### config.mk
export PLATFORM = sky130hd
export DESIGN_NAME = eth_testgen
export DESIGN_NICKNAME = d
export VERILOG_FILES = /design/src/rtl/eth_tg_pkg.sv /design/src/rtl/eth_tg_lfsr.sv /design/src/rtl/eth_tg_len_sel.sv /design/src/rtl/eth_tg_beat.sv /design/src/rtl/eth_tg_ctrl.sv /design/src/rtl/eth_testgen.sv
export SDC_FILE = /design/constraint.sdc
export NUM_CORES = 1
export LEC_CHECK = 0
export ABC_AREA = 1
export BUFFER_PORTS_ARGS = -buffer_cell sky130_fd_sc_hd__buf_2
export CORE_UTILIZATION = 30
export CTS_BUF_LIST = sky130_fd_sc_hd__clkbuf_8 sky130_fd_sc_hd__clkbuf_16
export DETAILED_ROUTE_END_ITERATION = 10
export GPL_TIMING_DRIVEN = 0
export RECOVER_POWER = 50
export REMOVE_ABC_BUFFERS = 1
export SLEW_MARGIN = 20
export SYNTH_ARGS = -nofsm -noshare
export SYNTH_HDL_FRONTEND = slang
export SYNTH_SLANG_ARGS = --single-unit
### constraint.sdc
create_clock -name clk -period 16.2 [get_ports clk]
set_clock_uncertainty 0.1 [all_clocks]
set_input_delay 0.81 -clock clk [delete_from_list [all_inputs] [get_ports clk]]
set_output_delay 0.81 -clock clk [all_outputs]
set_load 0.01 [all_outputs]
### src/rtl/eth_tg_pkg.sv
`timescale 1ns/1ps
package eth_tg_pkg;

   localparam int HDR_BYTES = 14;
   localparam int RAND_MIN  = 64;
   localparam int RAND_MAX  = 9600;

   typedef enum logic [1:0] {
      ST_IDLE = 2'd0,
      ST_GAP  = 2'd1,
      ST_SEND = 2'd2
   } tg_state_e;

   typedef enum logic [1:0] {
      LM_RANDOM = 2'b00,
      LM_FIXED  = 2'b01,
      LM_SWEEP  = 2'b10,
      LM_SPARE  = 2'b11
   } len_mode_e;

   typedef struct packed {
      logic      nogap;
      logic      stop_at_limit;
      len_mode_e mode;
      logic      run;
   } tg_ctrl_t;

   // Byte at frame offset pos, zero past the frame end.
   function automatic logic [7:0] frame_byte(input logic [15:0] pos,
                                             input logic [47:0] dst,
                                             input logic [47:0] src,
                                             input logic [15:0] len);
      logic [15:0] tl;
      int p;
      tl = len - 16'(HDR_BYTES);
      p  = int'(pos);
      if (pos >= len)  return 8'h00;
      else if (p < 6)  return dst[47-8*p -: 8];
      else if (p < 12) return src[47-8*(p-6) -: 8];
      else if (p == 12) return tl[15:8];
      else if (p == 13) return tl[7:0];
      else return 8'(p - HDR_BYTES);
   endfunction

endpackage

### src/rtl/eth_tg_lfsr.sv
`timescale 1ns/1ps
module eth_tg_lfsr #(
   parameter int             W     = 16,
   parameter logic [W-1:0]   TAPS  = 16'hB400,
   parameter logic [W-1:0]   SEED  = 16'hACE1
) (
   input  logic         clk,
   input  logic         rst_n,
   output logic [W-1:0] q
);

   generate
      if (W < 8) begin : g_bad_width
         $error("eth_tg_lfsr: W must be at least 8");
      end
      if (SEED == '0) begin : g_bad_seed
         $error("eth_tg_lfsr: SEED must be non-zero");
      end
   endgenerate

   logic [W-1:0] q_q;

   always_ff @(posedge clk) begin
      if (!rst_n)      q_q <= SEED;
      else if (q_q[0]) q_q <= (q_q >> 1) ^ TAPS;
      else             q_q <= q_q >> 1;
   end

   assign q = q_q;

   a_r6_lfsr_alive: assert property (@(posedge clk) disable iff (!rst_n)
      q_q != '0);

endmodule

### src/rtl/eth_tg_len_sel.sv
`timescale 1ns/1ps
module eth_tg_len_sel
   import eth_tg_pkg::*;
#(
   parameter int LEN_W  = 14,
   parameter int RAND_W = 16
) (
   input  logic              clk,
   input  logic              rst_n,
   input  len_mode_e         mode,
   input  logic [LEN_W-1:0]  lo,
   input  logic [LEN_W-1:0]  hi,
   input  logic [RAND_W-1:0] rnd,
   input  logic              restart,
   input  logic              take,
   output logic [LEN_W-1:0]  len
);

   localparam logic [LEN_W-1:0] HDR_L  = LEN_W'(HDR_BYTES);
   localparam logic [LEN_W-1:0] RMIN_L = LEN_W'(RAND_MIN);
   localparam logic [LEN_W-1:0] RMAX_L = LEN_W'(RAND_MAX);

   generate
      if (RAND_W < LEN_W) begin : g_bad_rand
         $error("eth_tg_len_sel: RAND_W must cover LEN_W");
      end
   endgenerate

   logic [LEN_W-1:0] sweep_q;
   logic [LEN_W-1:0] lo_f, hi_f, sweep_cur, rnd_raw, rnd_len;

   always_comb begin
      lo_f      = (lo < HDR_L) ? HDR_L : lo;
      hi_f      = (hi < lo_f) ? lo_f : hi;
      sweep_cur = (restart || sweep_q < lo_f || sweep_q > hi_f) ? lo_f : sweep_q;
      rnd_raw   = rnd[LEN_W-1:0];
      if (rnd_raw < RMIN_L)      rnd_len = RMIN_L;
      else if (rnd_raw > RMAX_L) rnd_len = RMAX_L;
      else                       rnd_len = rnd_raw;
      case (mode)
         LM_RANDOM: len = rnd_len;
         LM_SWEEP:  len = sweep_cur;
         default:   len = lo_f;
      endcase
   end

   always_ff @(posedge clk) begin
      if (!rst_n)
         sweep_q <= HDR_L;
      else if (take && mode == LM_SWEEP)
         sweep_q <= (sweep_cur >= hi_f) ? lo_f : sweep_cur + 1'b1;
      else if (restart)
         sweep_q <= lo_f;
   end

   a_r5_sweep_in_bounds: assert property (@(posedge clk) disable iff (!rst_n)
      (take && mode == LM_SWEEP) |-> (len >= lo_f && len <= hi_f));

endmodule

### src/rtl/eth_tg_beat.sv
`timescale 1ns/1ps
module eth_tg_beat
   import eth_tg_pkg::*;
#(
   parameter int DB     = 8,
   parameter int LEN_W  = 14,
   parameter int BEAT_W = 14
) (
   input  logic [BEAT_W-1:0] beat,
   input  logic [LEN_W-1:0]  len,
   input  logic [47:0]       dst,
   input  logic [47:0]       src,
   output logic [DB*8-1:0]   data
);

   generate
      for (genvar l = 0; l < DB; l++) begin : g_lane
         logic [15:0] pos;
         assign pos = 16'(beat) * 16'(DB) + 16'(l);
         assign data[(DB-1-l)*8 +: 8] = frame_byte(pos, dst, src, 16'(len));
      end
   endgenerate

endmodule

### src/rtl/eth_tg_ctrl.sv
`timescale 1ns/1ps
module eth_tg_ctrl
   import eth_tg_pkg::*;
#(
   parameter int DB     = 8,
   parameter int LEN_W  = 14,
   parameter int CNT_W  = 32,
   parameter int GAP_W  = 4,
   localparam int EW     = $clog2(DB),
   localparam int BEAT_W = LEN_W
) (
   input  logic              clk,
   input  logic              rst_n,
   input  logic              en,
   input  logic              loop,
   input  logic              stop_mode,
   input  logic              nogap,
   input  logic [CNT_W-1:0]  limit,
   input  logic [LEN_W-1:0]  next_len,
   input  logic [GAP_W-1:0]  rnd_gap,
   input  logic              out_ready,
   output logic              valid,
   output logic              sop,
   output logic              eop,
   output logic [EW-1:0]     empty,
   output logic [LEN_W-1:0]  len,
   output logic [BEAT_W-1:0] beat,
   output logic              take,
   output logic              restart,
   output logic              frame_done
);

   localparam int IDLE_W = GAP_W + 2;
   localparam logic [GAP_W-1:0] GAP_MAX = '1;

   tg_state_e         state_q;
   logic [BEAT_W-1:0] beat_q;
   logic [LEN_W-1:0]  len_q;
   logic [CNT_W-1:0]  sent_q, eff_sent, sent_inc;
   logic [GAP_W-1:0]  gap_q;
   logic [IDLE_W-1:0] idle_q;
   logic              en_q;
   logic              en_rise, go, ok_idle, ok_next, last, fire, done, want_gap;
   logic [EW-1:0]     pad;

   always_comb begin
      en_rise  = en & ~en_q;
      eff_sent = en_rise ? '0 : sent_q;
      sent_inc = eff_sent + 1'b1;
      go       = en & ~loop;
      ok_idle  = go & ~(stop_mode & (eff_sent >= limit));
      ok_next  = go & ~(stop_mode & (sent_inc >= limit));
      last     = (beat_q == BEAT_W'((len_q - 1'b1) >> EW));
      fire     = (state_q == ST_SEND) & out_ready;
      done     = fire & last;
      want_gap = ~nogap & (rnd_gap != '0);
      take     = ((state_q == ST_IDLE) & ok_idle)
               | ((state_q == ST_GAP) & (gap_q == GAP_W'(1)) & ok_idle)
               | (done & ok_next & ~want_gap);
      pad      = '0 - len_q[EW-1:0];
   end

   always_ff @(posedge clk) begin
      if (!rst_n) begin
         state_q <= ST_IDLE;
         beat_q  <= '0;
         len_q   <= LEN_W'(HDR_BYTES);
         sent_q  <= '0;
         gap_q   <= '0;
         idle_q  <= '0;
         en_q    <= 1'b0;
      end else begin
         en_q <= en;
         if (state_q == ST_SEND)     idle_q <= '0;
         else if (idle_q != '1)      idle_q <= idle_q + 1'b1;
         if (en_rise) sent_q <= '0;
         if (done)    sent_q <= sent_inc;
         if (take) begin
            state_q <= ST_SEND;
            beat_q  <= '0;
            len_q   <= next_len;
         end else begin
            case (state_q)
               ST_GAP: begin
                  if (gap_q == GAP_W'(1)) state_q <= ST_IDLE;
                  else                    gap_q   <= gap_q - 1'b1;
               end
               ST_SEND: begin
                  if (done) begin
                     if (want_gap && ok_next) begin
                        state_q <= ST_GAP;
                        gap_q   <= rnd_gap;
                     end else begin
                        state_q <= ST_IDLE;
                     end
                  end else if (fire) begin
                     beat_q <= beat_q + 1'b1;
                  end
               end
               default: ;
            endcase
         end
      end
   end

   assign valid      = (state_q == ST_SEND);
   assign sop        = valid & (beat_q == '0);
   assign eop        = valid & last;
   assign empty      = eop ? pad : '0;
   assign len        = len_q;
   assign beat       = beat_q;
   assign restart    = en_rise;
   assign frame_done = done;

   a_r8_back_to_back: assert property (@(posedge clk) disable iff (!rst_n)
      (valid && eop && out_ready && nogap && en && !loop && !stop_mode) |=> (valid && sop));

   a_r9_gap_bound: assert property (@(posedge clk) disable iff (!rst_n)
      (valid && sop && $past(state_q == ST_GAP)) |-> (idle_q <= IDLE_W'(GAP_MAX)));

   a_r10_frame_runs_on: assert property (@(posedge clk) disable iff (!rst_n)
      (valid && !eop) |=> valid);

   a_r11_loop_quiet: assert property (@(posedge clk) disable iff (!rst_n)
      (loop && !valid) |=> !valid);

endmodule

### src/rtl/eth_testgen.sv
`timescale 1ns/1ps
module eth_testgen
   import eth_tg_pkg::*;
#(
   parameter int                DATA_BYTES  = 8,
   parameter int                LEN_W       = 14,
   parameter int                CNT_W       = 32,
   parameter int                GAP_W       = 4,
   parameter int                LFSR_W      = 16,
   parameter logic [LFSR_W-1:0] LFSR_TAPS   = 16'hB400,
   parameter logic [LFSR_W-1:0] LFSR_SEED   = 16'hACE1,
   parameter logic [47:0]       DST_INIT    = 48'h1234_5678_0ADD,
   parameter logic [47:0]       SRC_INIT    = 48'h8765_4321_0ADD,
   parameter int                LEN_LO_INIT = 64,
   parameter int                LEN_HI_INIT = 9600,
   parameter int                LIMIT_INIT  = 10,
   localparam int               EW          = $clog2(DATA_BYTES),
   localparam int               DW          = DATA_BYTES * 8
) (
   input  logic          clk,
   input  logic          rst_n,
   input  logic          cfg_we,
   input  logic [3:0]    cfg_addr,
   input  logic [31:0]   cfg_wdata,
   output logic [31:0]   cfg_rdata,
   input  logic          loopback,
   input  logic          tx_ready,
   output logic          tx_valid,
   output logic          tx_sop,
   output logic          tx_eop,
   output logic [EW-1:0] tx_empty,
   output logic [DW-1:0] tx_data
);

   localparam int BEAT_W = LEN_W;

   generate
      if (DATA_BYTES < 4 || (DATA_BYTES & (DATA_BYTES - 1)) != 0) begin : g_bad_db
         $error("eth_testgen: DATA_BYTES must be a power of two, at least 4");
      end
      if (LEN_W < 14 || LEN_W > 16) begin : g_bad_len
         $error("eth_testgen: LEN_W must be 14 to 16");
      end
      if (CNT_W > 32) begin : g_bad_cnt
         $error("eth_testgen: CNT_W must fit the 32-bit register port");
      end
      if (LFSR_W < LEN_W || LFSR_W < GAP_W) begin : g_bad_lfsr
         $error("eth_testgen: LFSR_W too narrow");
      end
   endgenerate

   // register file
   tg_ctrl_t         ctrl_q;
   logic [LEN_W-1:0] lo_q, hi_q;
   logic [CNT_W-1:0] limit_q, frames_q, bytes_q;
   logic [47:0]      dst_q, src_q;

   // datapath links
   logic [LFSR_W-1:0] rnd;
   logic [LEN_W-1:0]  next_len, cur_len;
   logic [BEAT_W-1:0] beat;
   logic              take, restart, frame_done;

   always_ff @(posedge clk) begin
      if (!rst_n) begin
         ctrl_q  <= '{nogap: 1'b0, stop_at_limit: 1'b0, mode: LM_FIXED, run: 1'b0};
         lo_q    <= LEN_W'(LEN_LO_INIT);
         hi_q    <= LEN_W'(LEN_HI_INIT);
         limit_q <= CNT_W'(LIMIT_INIT);
         dst_q   <= DST_INIT;
         src_q   <= SRC_INIT;
      end else if (cfg_we) begin
         case (cfg_addr)
            4'd0: ctrl_q <= '{nogap: cfg_wdata[7], stop_at_limit: cfg_wdata[6],
                              mode: len_mode_e'(cfg_wdata[5:4]), run: cfg_wdata[1]};
            4'd1: begin
               lo_q <= LEN_W'(cfg_wdata[13:0]);
               hi_q <= LEN_W'(cfg_wdata[29:16]);
            end
            4'd2: limit_q       <= CNT_W'(cfg_wdata);
            4'd3: dst_q[31:0]   <= cfg_wdata;
            4'd4: dst_q[47:32]  <= cfg_wdata[15:0];
            4'd5: src_q[31:0]   <= cfg_wdata;
            4'd6: src_q[47:32]  <= cfg_wdata[15:0];
            default: ;
         endcase
      end
   end

   always_ff @(posedge clk) begin
      if (!rst_n) begin
         frames_q <= '0;
         bytes_q  <= '0;
      end else if (frame_done) begin
         frames_q <= frames_q + 1'b1;
         bytes_q  <= bytes_q + CNT_W'(cur_len);
      end
   end

   always_comb begin
      case (cfg_addr)
         4'd0: cfg_rdata = {24'd0, ctrl_q.nogap, ctrl_q.stop_at_limit, ctrl_q.mode,
                            loopback, 1'b0, ctrl_q.run, 1'b0};
         4'd1: cfg_rdata = {2'b00, 14'(hi_q), 2'b00, 14'(lo_q)};
         4'd2: cfg_rdata = 32'(limit_q);
         4'd3: cfg_rdata = dst_q[31:0];
         4'd4: cfg_rdata = {16'd0, dst_q[47:32]};
         4'd5: cfg_rdata = src_q[31:0];
         4'd6: cfg_rdata = {16'd0, src_q[47:32]};
         4'd7: cfg_rdata = 32'(frames_q);
         4'd8: cfg_rdata = 32'(bytes_q);
         default: cfg_rdata = 32'd0;
      endcase
   end

   eth_tg_lfsr #(.W(LFSR_W), .TAPS(LFSR_TAPS), .SEED(LFSR_SEED)) u_lfsr (
      .clk   (clk),
      .rst_n (rst_n),
      .q     (rnd)
   );

   eth_tg_len_sel #(.LEN_W(LEN_W), .RAND_W(LFSR_W)) u_len (
      .clk     (clk),
      .rst_n   (rst_n),
      .mode    (ctrl_q.mode),
      .lo      (lo_q),
      .hi      (hi_q),
      .rnd     (rnd),
      .restart (restart),
      .take    (take),
      .len     (next_len)
   );

   eth_tg_ctrl #(.DB(DATA_BYTES), .LEN_W(LEN_W), .CNT_W(CNT_W), .GAP_W(GAP_W)) u_ctrl (
      .clk        (clk),
      .rst_n      (rst_n),
      .en         (ctrl_q.run),
      .loop       (loopback),
      .stop_mode  (ctrl_q.stop_at_limit),
      .nogap      (ctrl_q.nogap),
      .limit      (limit_q),
      .next_len   (next_len),
      .rnd_gap    (rnd[LFSR_W-1 -: GAP_W]),
      .out_ready  (tx_ready),
      .valid      (tx_valid),
      .sop        (tx_sop),
      .eop        (tx_eop),
      .empty      (tx_empty),
      .len        (cur_len),
      .beat       (beat),
      .take       (take),
      .restart    (restart),
      .frame_done (frame_done)
   );

   eth_tg_beat #(.DB(DATA_BYTES), .LEN_W(LEN_W), .BEAT_W(BEAT_W)) u_beat (
      .beat (beat),
      .len  (cur_len),
      .dst  (dst_q),
      .src  (src_q),
      .data (tx_data)
   );

   a_r12_hold: assert property (@(posedge clk) disable iff (!rst_n)
      (tx_valid && !tx_ready) |=> (tx_valid && $stable(tx_data) && $stable(tx_sop)
                                   && $stable(tx_eop) && $stable(tx_empty)));

   a_r6_random_range: assert property (@(posedge clk) disable iff (!rst_n)
      (take && ctrl_q.mode == LM_RANDOM)
         |=> (cur_len >= LEN_W'(RAND_MIN) && cur_len <= LEN_W'(RAND_MAX)));

   a_r13_frame_count: assert property (@(posedge clk) disable iff (!rst_n)
      (tx_valid && tx_eop && tx_ready) |=> (frames_q == $past(frames_q) + 1'b1));

endmodule

==> out/metrics.cfg <==
[hold_path]
hold_path_class=reg2reg
hold-path-endpoint=u_ctrl.en_q
hold_start=ctrl_q[0]
worstHoldPathCells=2

[sta]
rsz0062_at_grt=no
maxSlewHeadroom_pct=-194.3
final-setup-viol-count=0
hold_viol_final=0
setup_tns_ns=0
maxSlewViolCount=373
tightest_slew_ns=4.415
fmax_mhz=119.8
finalCritPeriodShare_pct=51.51
finalCriticalPeriod_ns=8.345

[cells_and_area]
final_cell_area_um2=23870
nNetsFinal=3345
n_fill_cell=7494
fin_cells=4108
seq_area_um2=6446
syn_to_final_growth_pct=14.58
layout-drive-gt1-share_pct=9.037
multi_input_area_um2=12340

[setup_path]
rrSetupSlack_ns=7.85
max_stage_delay_ns=0.58
critical_path_class=reg2reg
timing.rr.end=u_len.sweep_q[0]
r2r-start=ctrl_q[0]
reg2reg_depth=38
start_kind=register
arrival_ns=8.71
worstPathRequired_ns=16.57
cp_max_fo=24
setup.worst_path.end_class=register
crit_path_start=ctrl_q[0]
critPathSlowestCell=nor4_1
critPathMostFrequentCell=inv_1

[synthesis]
syn_area_um2=20830
synth_adder_area_share_pct=9.404
synth_top_area_cell=dfxtp_1
synth_xor_area_share_pct=3.405
yosysSeqAreaShare_pct=30.94
synth_mux_area_share_pct=0
yosysWarnings=0
yosys.area.top_type_share_pct=30.94
synthTopCellsByArea=dfxtp_1 31%, ha_1 9.3%, nand2_1 9.1%
postSynth.asyncResetShare_pct=0
syn_inst=3067
yosysUniqueCellTypes=57
synth_seq_cells=322
synth_edf_count=0
syn_avg_cell_area_um2=6.793
synth_top_family_by_area=compound AO/OA/AOI/OAI gates
yosys.area_share.simple_pct=22.77
synth_compound_area_share_pct=23.18
synth_ff_type=dfxtp_1

[floorplanning]
ios=143
die_w_um=265.5
rows=96
core_um2=68710
die-area_um2=70510
die_h_um=265.5
start_util_pct=30.32

[power]
power_density_nw_per_um2=82.96
p_total_w=0.001980
vdd_ir_drop_max_uv=52.71
leakagePower_nw=10.36

[clock_network]
cts_hold_buf=0
cts_setup_buffers=0
cts_sinks=322
cts.clk_slew.worst_paths_ns=0.06
htreeDepth=2
clock_latency_ns=0.59
cts_resized=0
clock_path_buffers=3
cts_tree=yes
numCtsBuffers=41
root_buffer=clkbuf_16

[global_route]
antenna_found_initial=6
grt_max_degree=107
grt_pass1_wl_mm=127.3
grtUsageTotal_pct=23.99
grt_pass1_vias=20120
grt_overflow=0

[job]
cap_violations=6

[status]
violations=max-capacitance violations, max-slew violations
run_status=finished, violations left

[route]
firstDrtPassIters=8
drc=0
ant_nets=0
vias=22000
dr.first_iter.drc_count=2379
viasPerCell=5.355
drt_wl_total_mm=86.76
routedWlPerCell_um=21.12

[place]
dpl.cell_count=4036
placed_area_um2=22570
gp_congestion=0.9619
io_buffers=142
dp_hpwl_mm=66.01

-- critical path: cells and delay by family (launching register included) --
kind	cells	cell delay, ns
and+or+nand+nor	22	4.85
xor gates and xnor gates	1	0.17
adders and majority gates	2	0.42
buffers and inverters	10	1.72
AOI/OAI and AO/OA	3	0.64
DFF	1	0.32
-- power by group --
| group | internal, W | switching [W] |
|---|---|---|
| registers | 0.000805 | 0.0000130 |
| clock network | 0.000566 | 0.000385 |
| logic | 0.0000624 | 0.000149 |
| total | 0.00143 | 0.000547 |
-- area by class of cell --
class                   count  share of cell area (%)
diodes                      1                 0.01048
clock inverters            21                  0.9591
clock buffers              50                   4.817
multi-input cells        2184                   51.67
flip-flops and latches    322                   27.00
well taps                 931                   4.879
repair buffers            156                   3.684
inverters                 443                   6.976
-- kinds of logic (layout without fill, tap and decap cells) --
group / count (synthesis) / in the layout
AOI/OAI and AO/OA: 855 / 855
xor gates and xnor gates: 81 / 81
adders and majority gates: 156 / 156
buffers and inverters: 561 / 670
DFF: 322 / 322
other: 0 / 1
and+or+nand+nor: 1092 / 1092
-- flip-flops by register name, indices dropped and copies added, names as in the netlist --
signal          flops
u_len.sweep_q      14
dst_q              48
u_lfsr.q           16
u_ctrl.beat        14
u_ctrl.state_q      2
frames_q           32
hi_q               14
u_ctrl.gap_q        4
ctrl_q              5
limit_q            32
lo_q               14
u_ctrl.en_q         1
src_q              48
u_ctrl.len         14
bytes_q            32
u_ctrl.sent_q      32
-- cells in the mapped netlist, types with 29 or more instances --
| cell | n |
|---|---|
| xor2_1 | 67 |
| a221oi_1 | 29 |
| nor3_1 | 70 |
| nor2_1 | 270 |
| o22ai_1 | 42 |
| a21oi_1 | 348 |
| o21ai_0 | 301 |
| ha_1 | 155 |
| nand4_1 | 40 |
| clkbuf_1 | 104 |
| nand3_1 | 131 |
| nand2_1 | 506 |
| inv_1 | 428 |
| dfxtp_1 | 322 |
-- layer usage --
layer	global-route usage, %	wire [µm]	share of wire [%]	vias to the layer above
met5	0	30	0.035	-
li1	-	-	-	10510
met1	32.44	36880	43	10280
met2	37.84	37950	44	1010
met4	8.296	3325	3.8	6
met3	4.666	8576	9.9	194
-- stage by stage --
| step | worst slack, ns | hold WS (ns) | utilization, % |
|---|---|---|---|
| after floorplan | 10.40 | 0.3201 | - |
| after global placement | 6.990 | 0.3270 | 32.35 |
| after detailed placement | 7.871 | 0.3344 | 32.85 |
| after CTS | 7.829 | 0.3445 | 34.86 |
| after global routing | 7.041 | 0.3789 | 34.74 |
| final | 7.855 | 0.3480 | 34.75 |
-- placed cells by master, fill, tap and decap left out, types with 42 or more instances in the layout --
cell type,instances
o21ai_0,301
xor2_1,67
nand3_1,131
ha_1,155
nand2_1,504
dfxtp_1,322
inv_1,433
a21oi_1,348
nor2_1,263
o22ai_1,42
buf_2,133
nor3_1,69
-- how the worst max path moves through the flow --
stage	end	slack, ns	cells past startpoint
floorplan	u_len.sweep_q[0]	10.40	37
global placement	u_len.sweep_q[0]	6.99	36
detailed placement	u_len.sweep_q[0]	7.87	38
CTS	u_len.sweep_q[0]	7.83	38
global route	u_len.sweep_q[0]	7.04	38
finish	u_len.sweep_q[0]	7.85	38
No activity file was read; power rests on OpenSTA's default activity.
